==> config.mk <==
export PLATFORM = sky130hd
export DESIGN_NAME = private_line_detector
export DESIGN_NICKNAME = d
export VERILOG_FILES = /design/src/rtl/pld_pkg.sv /design/src/rtl/pld_line_slot.sv /design/src/rtl/pld_resp_reg.sv /design/src/rtl/private_line_detector.sv
export SDC_FILE = /design/constraint.sdc
export NUM_CORES = 1
export LEC_CHECK = 0
export ABC_AREA = 1
export BUFFER_PORTS_ARGS = -buffer_cell sky130_fd_sc_hd__buf_4
export CORE_ASPECT_RATIO = 0.7
export CORE_MARGIN = 2
export CORE_UTILIZATION = 55
export DETAILED_ROUTE_END_ITERATION = 6
export GPL_TIMING_DRIVEN = 1
export PLACE_DENSITY_LB_ADDON = 0.08
export SLEW_MARGIN = 20
export SYNTH_ARGS = -nofsm -noshare
export SYNTH_HDL_FRONTEND = slang
export SYNTH_HIERARCHICAL = 1
export SYNTH_SLANG_ARGS = --single-unit
==> constraint.sdc <==
create_clock -name clk -period 1.2 [get_ports clk]
set_input_delay 0.12 -clock clk [delete_from_list [all_inputs] [get_ports clk]]
set_output_delay 0.12 -clock clk [all_outputs]
set_load 0.05 [all_outputs]
==> src/rtl/pld_pkg.sv <==
package pld_pkg;
    typedef enum logic [1:0] {
        OP_ACCESS = 2'd0,
        OP_FILL   = 2'd1,
        OP_EVICT  = 2'd2,
        OP_NONE   = 2'd3
    } pld_op_e;
endpackage

==> src/rtl/pld_line_slot.sv <==
module pld_line_slot
    import pld_pkg::*;
#(
    parameter int CORE_W   = 2,
    parameter int AGE_W    = 2,
    parameter int MAT_LOAD = 2
) (
    input  logic              clk,
    input  logic              rst_n,
    input  logic              tick,
    input  logic              sel,
    input  pld_op_e           op,
    input  logic [CORE_W-1:0] core,
    output logic              grant,
    output logic              inv,
    output logic [CORE_W-1:0] owner
);
    typedef struct packed {
        logic              valid;
        logic              owned;
        logic [CORE_W-1:0] owner;
        logic              shared;
        logic              cached;
        logic [AGE_W-1:0]  age;
    } slot_t;

    slot_t st_d, st_q;
    logic  same_core;

    always_comb begin
        st_d      = st_q;
        grant     = 1'b0;
        inv       = 1'b0;
        same_core = !st_q.owned || (st_q.owner == core);
        if (tick && st_q.valid && (st_q.age != '0))
            st_d.age = st_q.age - 1'b1;
        if (sel) begin
            case (op)
                OP_FILL: begin
                    st_d        = '0;
                    st_d.valid  = 1'b1;
                    st_d.age    = AGE_W'(MAT_LOAD);
                end
                OP_EVICT: st_d = '0;
                OP_ACCESS: begin
                    if (st_q.valid) begin
                        if (!st_q.owned) begin
                            st_d.owned = 1'b1;
                            st_d.owner = core;
                        end
                        if (same_core) begin
                            if (!st_q.shared && (st_q.age == '0)) begin
                                grant       = 1'b1;
                                st_d.cached = 1'b1;
                            end
                        end else begin
                            st_d.shared = 1'b1;
                            if (st_q.cached) begin
                                inv         = 1'b1;
                                st_d.cached = 1'b0;
                            end
                        end
                    end
                end
                default: ;
            endcase
        end
    end

    always_ff @(posedge clk) begin
        if (!rst_n) st_q <= '0;
        else        st_q <= st_d;
    end

    assign owner = st_q.owner;


    shared_sticky_chk: assert property (@(posedge clk) disable iff (!rst_n)
        (st_q.shared && !(sel && (op == OP_FILL || op == OP_EVICT))) |=> st_q.shared);


    grant_not_shared_chk: assert property (@(posedge clk) disable iff (!rst_n)
        !(st_q.cached && st_q.shared));


    fill_load_chk: assert property (@(posedge clk) disable iff (!rst_n)
        (sel && op == OP_FILL) |=> (st_q.age == AGE_W'(MAT_LOAD)) && !st_q.owned);


    evict_clear_chk: assert property (@(posedge clk) disable iff (!rst_n)
        (sel && op == OP_EVICT) |=> (!st_q.valid && !st_q.shared && !st_q.cached && !st_q.owned));
endmodule

==> src/rtl/pld_resp_reg.sv <==
module pld_resp_reg
    import pld_pkg::*;
#(
    parameter int NUM_LINES = 8,
    parameter int CORE_W    = 2,
    parameter int LINE_W    = 3
) (
    input  logic                 clk,
    input  logic                 rst_n,
    input  logic                 req_valid,
    input  pld_op_e              op,
    input  logic [LINE_W-1:0]    line,
    input  logic [NUM_LINES-1:0] grant_vec,
    input  logic [NUM_LINES-1:0] inv_vec,
    input  logic [CORE_W-1:0]    owner_arr [NUM_LINES],
    output logic                 rsp_valid,
    output logic                 rsp_cacheable,
    output logic                 inv_valid,
    output logic [CORE_W-1:0]    inv_core
);
    typedef struct packed {
        logic              rsp;
        logic              ok;
        logic              inv;
        logic [CORE_W-1:0] who;
    } resp_t;

    resp_t r_d, r_q;

    always_comb begin
        r_d = '0;
        if (req_valid && op == OP_ACCESS) begin
            r_d.rsp = 1'b1;
            r_d.ok  = grant_vec[line];
            r_d.inv = inv_vec[line];
            if (inv_vec[line]) r_d.who = owner_arr[line];
        end
    end

    always_ff @(posedge clk) begin
        if (!rst_n) r_q <= '0;
        else        r_q <= r_d;
    end

    assign rsp_valid     = r_q.rsp;
    assign rsp_cacheable = r_q.ok;
    assign inv_valid     = r_q.inv;
    assign inv_core      = r_q.who;


    inv_needs_req_chk: assert property (@(posedge clk) disable iff (!rst_n)
        inv_valid |-> $past(req_valid));


    inv_excl_chk: assert property (@(posedge clk) disable iff (!rst_n)
        inv_valid |-> (rsp_valid && !rsp_cacheable));


    ok_needs_rsp_chk: assert property (@(posedge clk) disable iff (!rst_n)
        rsp_cacheable |-> rsp_valid);
endmodule

==> src/rtl/private_line_detector.sv <==
module private_line_detector
    import pld_pkg::*;
#(
    parameter int NUM_CORES = 4,
    parameter int NUM_LINES = 8,
    parameter int MAT_LOAD  = 2,
    localparam int CORE_W   = (NUM_CORES > 1) ? $clog2(NUM_CORES) : 1,
    localparam int LINE_W   = (NUM_LINES > 1) ? $clog2(NUM_LINES) : 1,
    localparam int AGE_W    = $clog2(MAT_LOAD + 1)
) (
    input  logic              clk,
    input  logic              rst_n,
    input  logic              epoch_tick,
    input  logic              req_valid,
    input  logic [1:0]        req_op,
    input  logic [LINE_W-1:0] req_line,
    input  logic [CORE_W-1:0] req_core,
    output logic              rsp_valid,
    output logic              rsp_cacheable,
    output logic              inv_valid,
    output logic [CORE_W-1:0] inv_core
);
    pld_op_e              op;
    logic [NUM_LINES-1:0] grant_vec;
    logic [NUM_LINES-1:0] inv_vec;
    logic [CORE_W-1:0]    owner_arr [NUM_LINES];

    assign op = pld_op_e'(req_op);

    for (genvar i = 0; i < NUM_LINES; i++) begin : g_slot
        logic sel;
        assign sel = req_valid && (req_line == LINE_W'(i));
        pld_line_slot #(
            .CORE_W  (CORE_W),
            .AGE_W   (AGE_W),
            .MAT_LOAD(MAT_LOAD)
        ) u_slot (
            .clk  (clk),
            .rst_n(rst_n),
            .tick (epoch_tick),
            .sel  (sel),
            .op   (op),
            .core (req_core),
            .grant(grant_vec[i]),
            .inv  (inv_vec[i]),
            .owner(owner_arr[i])
        );
    end

    pld_resp_reg #(
        .NUM_LINES(NUM_LINES),
        .CORE_W   (CORE_W),
        .LINE_W   (LINE_W)
    ) u_resp (
        .clk          (clk),
        .rst_n        (rst_n),
        .req_valid    (req_valid),
        .op           (op),
        .line         (req_line),
        .grant_vec    (grant_vec),
        .inv_vec      (inv_vec),
        .owner_arr    (owner_arr),
        .rsp_valid    (rsp_valid),
        .rsp_cacheable(rsp_cacheable),
        .inv_valid    (inv_valid),
        .inv_core     (inv_core)
    );


    single_inv_chk: assert property (@(posedge clk) disable iff (!rst_n)
        $onehot0(inv_vec) && $onehot0(grant_vec));
endmodule

==> results of run 1 <==
==> synthesized netlist by cell type <==
master / count / area (sq um)
nand2_1: 171 / 642
xor2_1: 8 / 70.1
o21ai_2: 8 / 70.1
nand3_2: 9 / 90.1
a21oi_1: 25 / 125
dfxtp_1: 69 / 1380
inv_4: 1 / 6.26
nor3_1: 33 / 165
inv_1: 151 / 567
inv_2: 16 / 60.1
nand4_1: 16 / 100
a21oi_2: 8 / 70.1
o21bai_1: 8 / 60.1
nor2_8: 8 / 160
nand3_1: 22 / 110
buf_2: 1 / 5.00
ha_1: 40 / 500
nand2_2: 18 / 113
buf_4: 16 / 120
nor3b_2: 8 / 100
o21ai_0: 20 / 100
buf_6: 3 / 33.8
nor2_1: 58 / 218
nor2_2: 16 / 100
==> cells by family after synthesis <==
logic type / share of synthesized area (%)
flip-flops: 27.8
AO/OA/AOI/OAI: 8.56
adder cells (fa/ha/maj): 10.1
buffers and inverters: 15.9
AND/OR/NAND/NOR: 36.2
XOR/XNOR: 1.41
==> registers in the layout (all words and copies together) (netlist names) <==
signal	cells
u_resp/inv_core	2
u_resp/rsp_valid	1
u_resp/rsp_cacheable	1
g_slot.u_slot/st_q	48
u_resp/inv_valid	1
g_slot.u_slot/owner	16
==> how the worst min path moves through the flow <==
stage                                                        to  slack [ns]                             startpoint
after detailed placement  g_slot[2].u_slot/st_q[3]$_SDFFE_PN0P_        0.46  g_slot[2].u_slot/st_q[3]$_SDFFE_PN0P_
final                       g_slot[2].u_slot/st_q[1]$_SDFF_PN0_        0.15                                  rst_n
after global placement    g_slot[4].u_slot/st_q[3]$_SDFFE_PN0P_        0.45  g_slot[4].u_slot/st_q[3]$_SDFFE_PN0P_
after global routing      g_slot[4].u_slot/st_q[7]$_SDFFE_PN0P_        0.16                                  rst_n
after CTS                 g_slot[6].u_slot/st_q[7]$_SDFFE_PN0P_        0.15                                  rst_n
after floorplan                     u_resp/rsp_valid$_SDFF_PN0_        0.23                              req_op[0]
==> through the flow <==
step                hold slack [ns]  utilization (%)  TNS (ns)  power, uW  setup slack, ns
floorplan                     0.229                -   -0.0212       2830          -0.0106
global placement              0.448             70.7     -4.86       3220           -0.438
detailed placement            0.456             70.7     -6.36       3250           -0.473
CTS                           0.152             74.6    -0.680       5940           -0.192
global route                  0.159             77.3     -1.31       6190           -0.348
finish                        0.148             77.3    -0.855       5930           -0.252
==> power breakdown <==
group,switching [uW],internal (uW),total [uW]
sequential,20.0,2320,2340
clock,1070,1610,2680
combinational,523,389,912
total,1610,4320,5930
==> timing repair <==
| item | in CTS | in global routing |
|---|---|---|
| setup endpoints to repair | 10 | 20 |
| resized for setup | 9 | 72 |
| pin swaps | 6 | 32 |
| setup buffers | 0 | 7 |
==> layer usage <==
| metal | track usage, % | vias up | wire, um |
|---|---|---|---|
| li1 | - | 2514 | - |
| met1 | 35.6 | 2246 | 6210 |
| met4 | 10.7 | 0 | 306 |
| met3 | 5.81 | 30 | 588 |
| met2 | 43.9 | 111 | 5880 |
| met5 | 0 | - | 0 |
==> final cells by class <==
class                   instances  area (sq um)
well taps                     120           150
inverters                     168           633
repair buffers                152          1170
flip-flops and latches         69          1420
clock inverters                 7          76.3
clock buffers                   9           225
multi-input cells             476          2990
fillers                       642          1950
==> worst min-delay path: cells and delay by family <==
family / cells / cell delay [ns]
AO/OA/AOI/OAI: 1 / 0.09
buffers and inverters: 1 / 0.19
AND/OR/NAND/NOR: 1 / 0.04
==> flow_summary.ini, run 1 <==
[worst_hold_path]
hp-class = in -> reg
whs_path_depth = 3

[drt]
route.detailed.drc = 0
wire_per_inst_um = 13.0
dr.pass1.iters = 5
wl_um = 13000
vias = 4901
ant_nets = 0
drt-initial-drc-count = 313
routed_via_density = 4.90

[critical_path]
endpoint = u_resp/inv_core[1]$_SDFF_PN0_
slowest_delay_ns = 0.33
crit_arrival_ns = 1.73
crit_required_ns = 1.47
path_max_fanout = 3
regToRegSetupSlack_ns = -0.25
crit_cells = 12
cpLargestDelayFamily = simple AND/OR/NAND/NOR gates
cp_cell_sequence = inv_1, nand2_1, nand2_1, nand2_2, nand2_2, nor3b_4, nor2_1, nor2_1, nand2_1, nand3_1, nand3_2, nor2_1
end_kind = register
path_class = reg -> reg
crit_start = g_slot[0].u_slot/owner[0]$_SDFFE_PN0P_
crit_buf_inv = 1
ff2ff_path_depth = 12
worstReg2RegStart = g_slot[0].u_slot/owner[0]$_SDFFE_PN0P_
slowest_stage = dfxtp_2
start_kind = register
r2r_end = u_resp/inv_core[1]$_SDFF_PN0_

[status]
violations = negative setup slack
status = complete, but fails checks

[clock_network]
cts_root_buf = clkbuf_16
cts_tree = built
h-tree-depth = 3
cts_buffer_depth = 2
clk_pin_slew_ns = 0.06
clkLatencyLatePin_ns = 0.34
cts_buffers = 9
clock_sinks = 69
cts.hold.buffers_added = 0

[timing]
setup_ws_ns = -0.252
rsz0062_at_grt = yes
fmax_mhz = 689
finalSetupViolCount = 4
fin_worst_skew_ns = 0.00503
timing.final.crit_share_pct = 121
max_slew_margin_pct = 80.1
fin_crit_ns = 1.45
slew_violations = 0
tightest_slew_ns = 0.296
hold_viol_final = 0

[placed_design]
place_congestion = 0.878
portBuffers = 15
place_area_sq_um = 6090
place_inst = 980
dp.final_hpwl_um = 9530

[flow_run]
drv_cap = 0

[layout]
final_cell_mix = nand2_1 (152), buf_4 (147), inv_1 (140)
layout-drive-gt1-share_pct = 38.1
syn2layout_area_growth_pct = 34.2
mostFrequentLayoutCell = nand2_1
nets = 927
antenna_cells = 0
design_area_sq_um = 6660
stdcell_count = 1001

[die]
die-area_sq_um = 9820
die_h_um = 83.5
initial_core_util_pct = 57.6
design.core.area_sq_um = 8620
ios = 16
die_w_um = 118
rows = 28

[synth]
ys_ff_latch = 69
synth.distinct_cells = 24
synth_nets = 784
synth_area_sq_um = 4970
ys_seq_area_share_pct = 27.8
synth_warnings = 6
syn_inst = 733
synth_area_per_cell_sq_um = 6.78

[power]
pwr_density_cell_nw_per_um2 = 890
peakVddDrop_uv = 713
leakage_uw = 0.00334

[global_route]
grtUsageTotal_pct = 27.2
grt_pass1_vias = 4795
grt_pass1_wl_um = 21600
grt_overflow_total = 0
antenna_found_initial = 0
grt_max_degree = 23
(Power assumes the default switching activity.)
==> run 2, diff against run 1 <==
CTS_BUF_LIST = sky130_fd_sc_hd__clkbuf_2   (was not set)
==> run 2 against run 1 <==
- the run still ends with negative setup slack left
- critical endpoint unchanged
- largest cell class unchanged
- combinational power rose by 3.1%
- cell count rose by 1.1%
- routed wire length barely moved
- total power fell by 20%
==> flow_summary.ini, run 2 (synthesis results as in run 1) <==
[drt]
ant_nets = 0
vias = 4890
dr.pass1.iters = 5
drt-initial-drc-count = 338
wire_per_inst_um = 12.8
routed_via_density = 4.83
route.detailed.drc = 0
wl_um = 13000

[timing]
setup_ws_ns = -0.251
max_slew_margin_pct = 73.8
slew_violations = 0
setup_tns_ns = -0.941
fin_crit_ns = 1.45
fmax_mhz = 689
rsz0062_at_grt = yes
tightest_slew_ns = 0.392
timing.final.crit_share_pct = 121
finalSetupViolCount = 9
hold_viol_final = 0
fin_worst_skew_ns = 0.0257

[critical_path]
path_max_fanout = 3
start_kind = register
regToRegSetupSlack_ns = -0.25
path_class = reg -> reg
cp_cell_sequence = inv_1, nand2_1, nand2_1, nand2_2, nand2_2, nor3b_4, nor2_1, nor2_1, nand2_1, nand3_1, nand3_2, nor2_1
slowest_delay_ns = 0.39
crit_start = g_slot[0].u_slot/owner[1]$_SDFFE_PN0P_
crit_required_ns = 1.70
worstReg2RegStart = g_slot[0].u_slot/owner[1]$_SDFFE_PN0P_
crit_buf_inv = 1
end_kind = register
slowest_stage = dfxtp_2
crit_arrival_ns = 1.95
cpLargestDelayFamily = simple AND/OR/NAND/NOR gates

[clock_network]
clk_pin_slew_ns = 0.22
cts_buffer_depth = 2
cts_root_buf = clkbuf_2
clkLatencyLatePin_ns = 0.54
cts_buffers = 9
h-tree-depth = 3
cts_tree = built
clock_sinks = 69

[global_route]
met3_usage_pct = 5.94
antenna_found_initial = 0
top_usage_layer = met2
grt_max_degree = 20
met1_usage_pct = 36.2
use_met2_pct = 45.0
grt_pass1_vias = 4789
grt_overflow_total = 0
grtUsageTotal_pct = 27.5
grt_pass1_wl_um = 21700

[worst_hold_path]
hp-start = req_core[1]
hp-class = in -> reg

[status]
status = complete, but fails checks
violations = negative setup slack

[layout]
layout-drive-gt1-share_pct = 39.0
antenna_cells = 0
nets = 938
syn2layout_area_growth_pct = 33.8
design_area_sq_um = 6650
fillers = 658
largest_reg_flops = 48
register_area_sq_um = 1420
mostFrequentLayoutCell = nand2_1
multi_input_comb_area_sq_um = 3020
stdcell_count = 1012
regMostFlops = g_slot.u_slot/st_q
final_cell_mix = nand2_1 (152), buf_4 (146), inv_1 (142)

[power]
seq_power_share_pct = 49.8
intPower_uw = 3220
p_clk_share_pct = 30.3
p_sw_uw = 1500
pwr_density_cell_nw_per_um2 = 710
peakVddDrop_uv = 451
p_comb_share_pct = 19.9
leakage_uw = 0.00334
switching_share_pct = 31.7

[placed_design]
dp.final_hpwl_um = 9530
portBuffers = 15
place_area_sq_um = 6090
place_congestion = 0.878
place_inst = 980

[die]
die-area_sq_um = 9820
die_h_um = 83.5
ios = 16
die_w_um = 118
initial_core_util_pct = 57.6
rows = 28
design.core.area_sq_um = 8620

[flow_run]
drv_cap = 0
==> run 2: layout make-up <==
class | count | area share [%]
Clock buffer | 9 | 0.678
Clock inverter | 7 | 1.15
Inverter | 168 | 9.53
Multi-Input combinational cell | 476 | 45.4
Sequential cell | 69 | 21.4
Tap cell | 120 | 2.26
Timing Repair Buffer | 163 | 19.6
==> run 2: routing by layer <==
metal	vias up	share of wire, %
met4	0	1.5
met2	112	45
met3	18	4.6
met5	-	0
li1	2529	-
met1	2231	49
==> run 2: path summary, 6_finish.rpt <==
check / end / cells past startpoint
max: u_resp/inv_core[1]$_SDFF_PN0_ / 12
min: g_slot[2].u_slot/owner[1]$_SDFFE_PN0P_ / 4
max reg2reg: u_resp/inv_core[1]$_SDFF_PN0_ / 12
min reg2reg: g_slot[2].u_slot/st_q[3]$_SDFFE_PN0P_ / 2
==> run 2: timing repair <==
| action | 4_1_cts | 5_1_grt |
|---|---|---|
| gates resized for setup | 28 | 73 |
| hold buffers | 6 | 0 |
| buffers inserted | 4 | 8 |
| pin swaps | 7 | 34 |
| hold endpoints to repair | 38 | 0 |
| endpoints found under the setup margin | 16 | 23 |
==> run 2: worst register-to-register path: stages (launching register included) <==
cell     delay [ns]
dfxtp_2        0.39
inv_1          0.04
nand2_1        0.05
nand2_1        0.06
nand2_2        0.08
nand2_2        0.08
nor3b_4        0.21
nor2_1         0.06
nor2_1         0.08
nand2_1        0.07
nand3_1        0.10
nand3_2        0.08
nor2_1         0.11
==> run 2: stage by stage <==
step	hold slack, ns	setup slack, ns	power [uW]	util (%)
after floorplan	0.229	-0.0106	2830	-
after global placement	0.448	-0.438	3220	70.7
after detailed placement	0.456	-0.473	3250	70.7
after CTS	0.0317	-0.214	4710	74.1
after global routing	0.0172	-0.344	4970	77.1
final	0.0832	-0.251	4720	77.1
==> run 2: power groups by stage <==
stage | Combinational [uW] | Sequential (uW) | Clock [uW]
5_1_grt | 1040 | 2360 | 1580
2_1_floorplan | 434 | 2400 | 0
3_5_place_dp | 854 | 2390 | 0
4_1_cts | 889 | 2350 | 1470
6_report | 940 | 2350 | 1430
3_3_place_gp | 829 | 2390 | 0
==> run 3, diff against run 2 <==
CELL_PAD_IN_SITES_DETAIL_PLACEMENT = 1   (was not set)
CELL_PAD_IN_SITES_GLOBAL_PLACEMENT = 1   (was not set)
CORE_UTILIZATION = 43   (was 55)
==> run 3 against run 2 <==
- the flow still finishes with violations (negative setup slack)
- critical path depth decreased by 1
- worst hold slack improved by 0.0015 ns
- clock skew decreased by 0.0068 ns
- sequential cell count unchanged
- global-route usage decreased by 0.55 points
==> flow_summary.ini, run 3 (synthesis results as in run 1) <==
[timing]
timing.final.crit_share_pct = 124
max_slew_margin_pct = 73.6
tightest_slew_ns = 0.394
slew_violations = 0
finalSetupViolCount = 9
fmax_mhz = 670
hold_viol_final = 0
setup_ws_ns = -0.292
rsz0062_at_grt = yes
fin_crit_ns = 1.49
fin_hold_ws_ns = 0.0848
fin_worst_skew_ns = 0.0189

[global_route]
antenna_found_initial = 0
grt_max_degree = 22
grt_overflow_total = 0
use_met2_pct = 48.7
met1_usage_pct = 33.3
grtUsageTotal_pct = 27.0
grt_pass1_wl_um = 26400
met3_usage_pct = 5.07
top_usage_layer = met2
grt_pass1_vias = 5482

[critical_path]
worstReg2RegStart = g_slot[7].u_slot/owner[0]$_SDFFE_PN0P_
regToRegSetupSlack_ns = -0.29
end_kind = register
crit_start = g_slot[7].u_slot/owner[0]$_SDFFE_PN0P_
ff2ff_path_depth = 11
path_max_fanout = 3
path_class = reg -> reg
crit_arrival_ns = 2.00
r2r_end = u_resp/rsp_cacheable$_SDFF_PN0_
endpoint = u_resp/rsp_cacheable$_SDFF_PN0_
crit_required_ns = 1.71
start_kind = register

[placed_design]
dp.final_hpwl_um = 12200
place_congestion = 0.894
portBuffers = 15
place_area_sq_um = 6130

[clock_network]
clock_sinks = 69
h-tree-depth = 3
clk_pin_slew_ns = 0.21
cts_buffer_depth = 2
cts_buffers = 9
cts_tree = built
clkLatencyLatePin_ns = 0.56
cts_root_buf = clkbuf_2

[die]
die-area_sq_um = 12400
ios = 16
design.core.area_sq_um = 11100
initial_core_util_pct = 44.6
die_w_um = 132
die_h_um = 93.9
rows = 32

[drt]
routed_via_density = 4.86
drt-initial-drc-count = 181
ant_nets = 0
route.detailed.drc = 0
wl_um = 16800
vias = 5093
wire_per_inst_um = 16.0
dr.pass1.iters = 4

[status]
status = complete, but fails checks
violations = negative setup slack

[power]
peakVddDrop_uv = 418
leakage_uw = 0.00335
pwr_density_cell_nw_per_um2 = 728

[layout]
final_cell_mix = nand2_1 (157), buf_4 (149), inv_1 (139)
nets = 941
regMostFlops = g_slot.u_slot/st_q
mostFrequentLayoutCell = nand2_1
layout-drive-gt1-share_pct = 40.3
syn2layout_area_growth_pct = 36.3
largest_reg_flops = 48
antenna_cells = 0
design_area_sq_um = 6770

[worst_hold_path]
hp-class = in -> reg
hp-start = req_valid

[flow_run]
drv_cap = 0
run 3: report_power, final:
group	internal (uW)	total (uW)	switching (uW)
clock	659	1580	920
combinational	416	999	583
sequential	2330	2350	21.5
total	3400	4930	1520
run 3: area by class of cell:
class / count / area [sq um]
Tap cell: 153 / 191
Fill cell: 1499 / 4360
Clock buffer: 9 / 45.0
Inverter: 168 / 633
Timing Repair Buffer: 166 / 1320
Clock inverter: 7 / 80.1
Sequential cell: 69 / 1420
Multi-Input combinational cell: 476 / 3080
run 3: metal layers:
| metal | up-vias | part of all wire, % |
|---|---|---|
| met2 | 82 | 49 |
| met1 | 2453 | 47 |
| met3 | 23 | 3.0 |
| met4 | 0 | 1.7 |
| li1 | 2535 | - |
| met5 | - | 0 |
run 3: metrics by stage:
stage	power [uW]	setup slack [ns]	instances	utilization, %	setup TNS [ns]
after detailed placement	3290	-0.406	1015	55.1	-8.98
final	4930	-0.292	1048	60.8	-1.23
after CTS	4900	-0.246	1044	58.8	-0.999
after global placement	3230	-0.368	1015	55.1	-4.42
after global routing	5140	-0.415	1048	60.8	-2.43
after floorplan	2830	-0.0106	733	-	-0.0212
run 3: timing repair:
item / CTS / global route
resized for setup: 57 / 61
pin swaps: 25 / 37
buffers inserted: 9 / 7
endpoints found under the hold margin: 18 / 0
setup endpoints to repair: 19 / 24
hold buffers: 4 / 0
cloned: 0 / 0
run 3: worst min path at each step:
stage,endpoint,slack [ns],cells past startpoint
final,u_resp/rsp_valid$_SDFF_PN0_,0.08,5
after global routing,u_resp/rsp_valid$_SDFF_PN0_,0.06,5
after CTS,u_resp/rsp_valid$_SDFF_PN0_,0.06,5
after detailed placement,g_slot[5].u_slot/st_q[3]$_SDFFE_PN0P_,0.46,2
after global placement,g_slot[6].u_slot/st_q[3]$_SDFFE_PN0P_,0.45,2
after floorplan,u_resp/rsp_valid$_SDFF_PN0_,0.23,1
run 3: worst max-delay path, stage by stage, from the launching register on:
cell and delay (ns):
dfxtp_2 0.37, inv_1 0.06, nand2_1 0.05, nand2_1 0.08, nand2_2 0.07, nand2_2 0.08, inv_1 0.05, nor3_1 0.28
o21ai_0 0.14, nand3_1 0.10, nand2_1 0.07, nor2_1 0.10
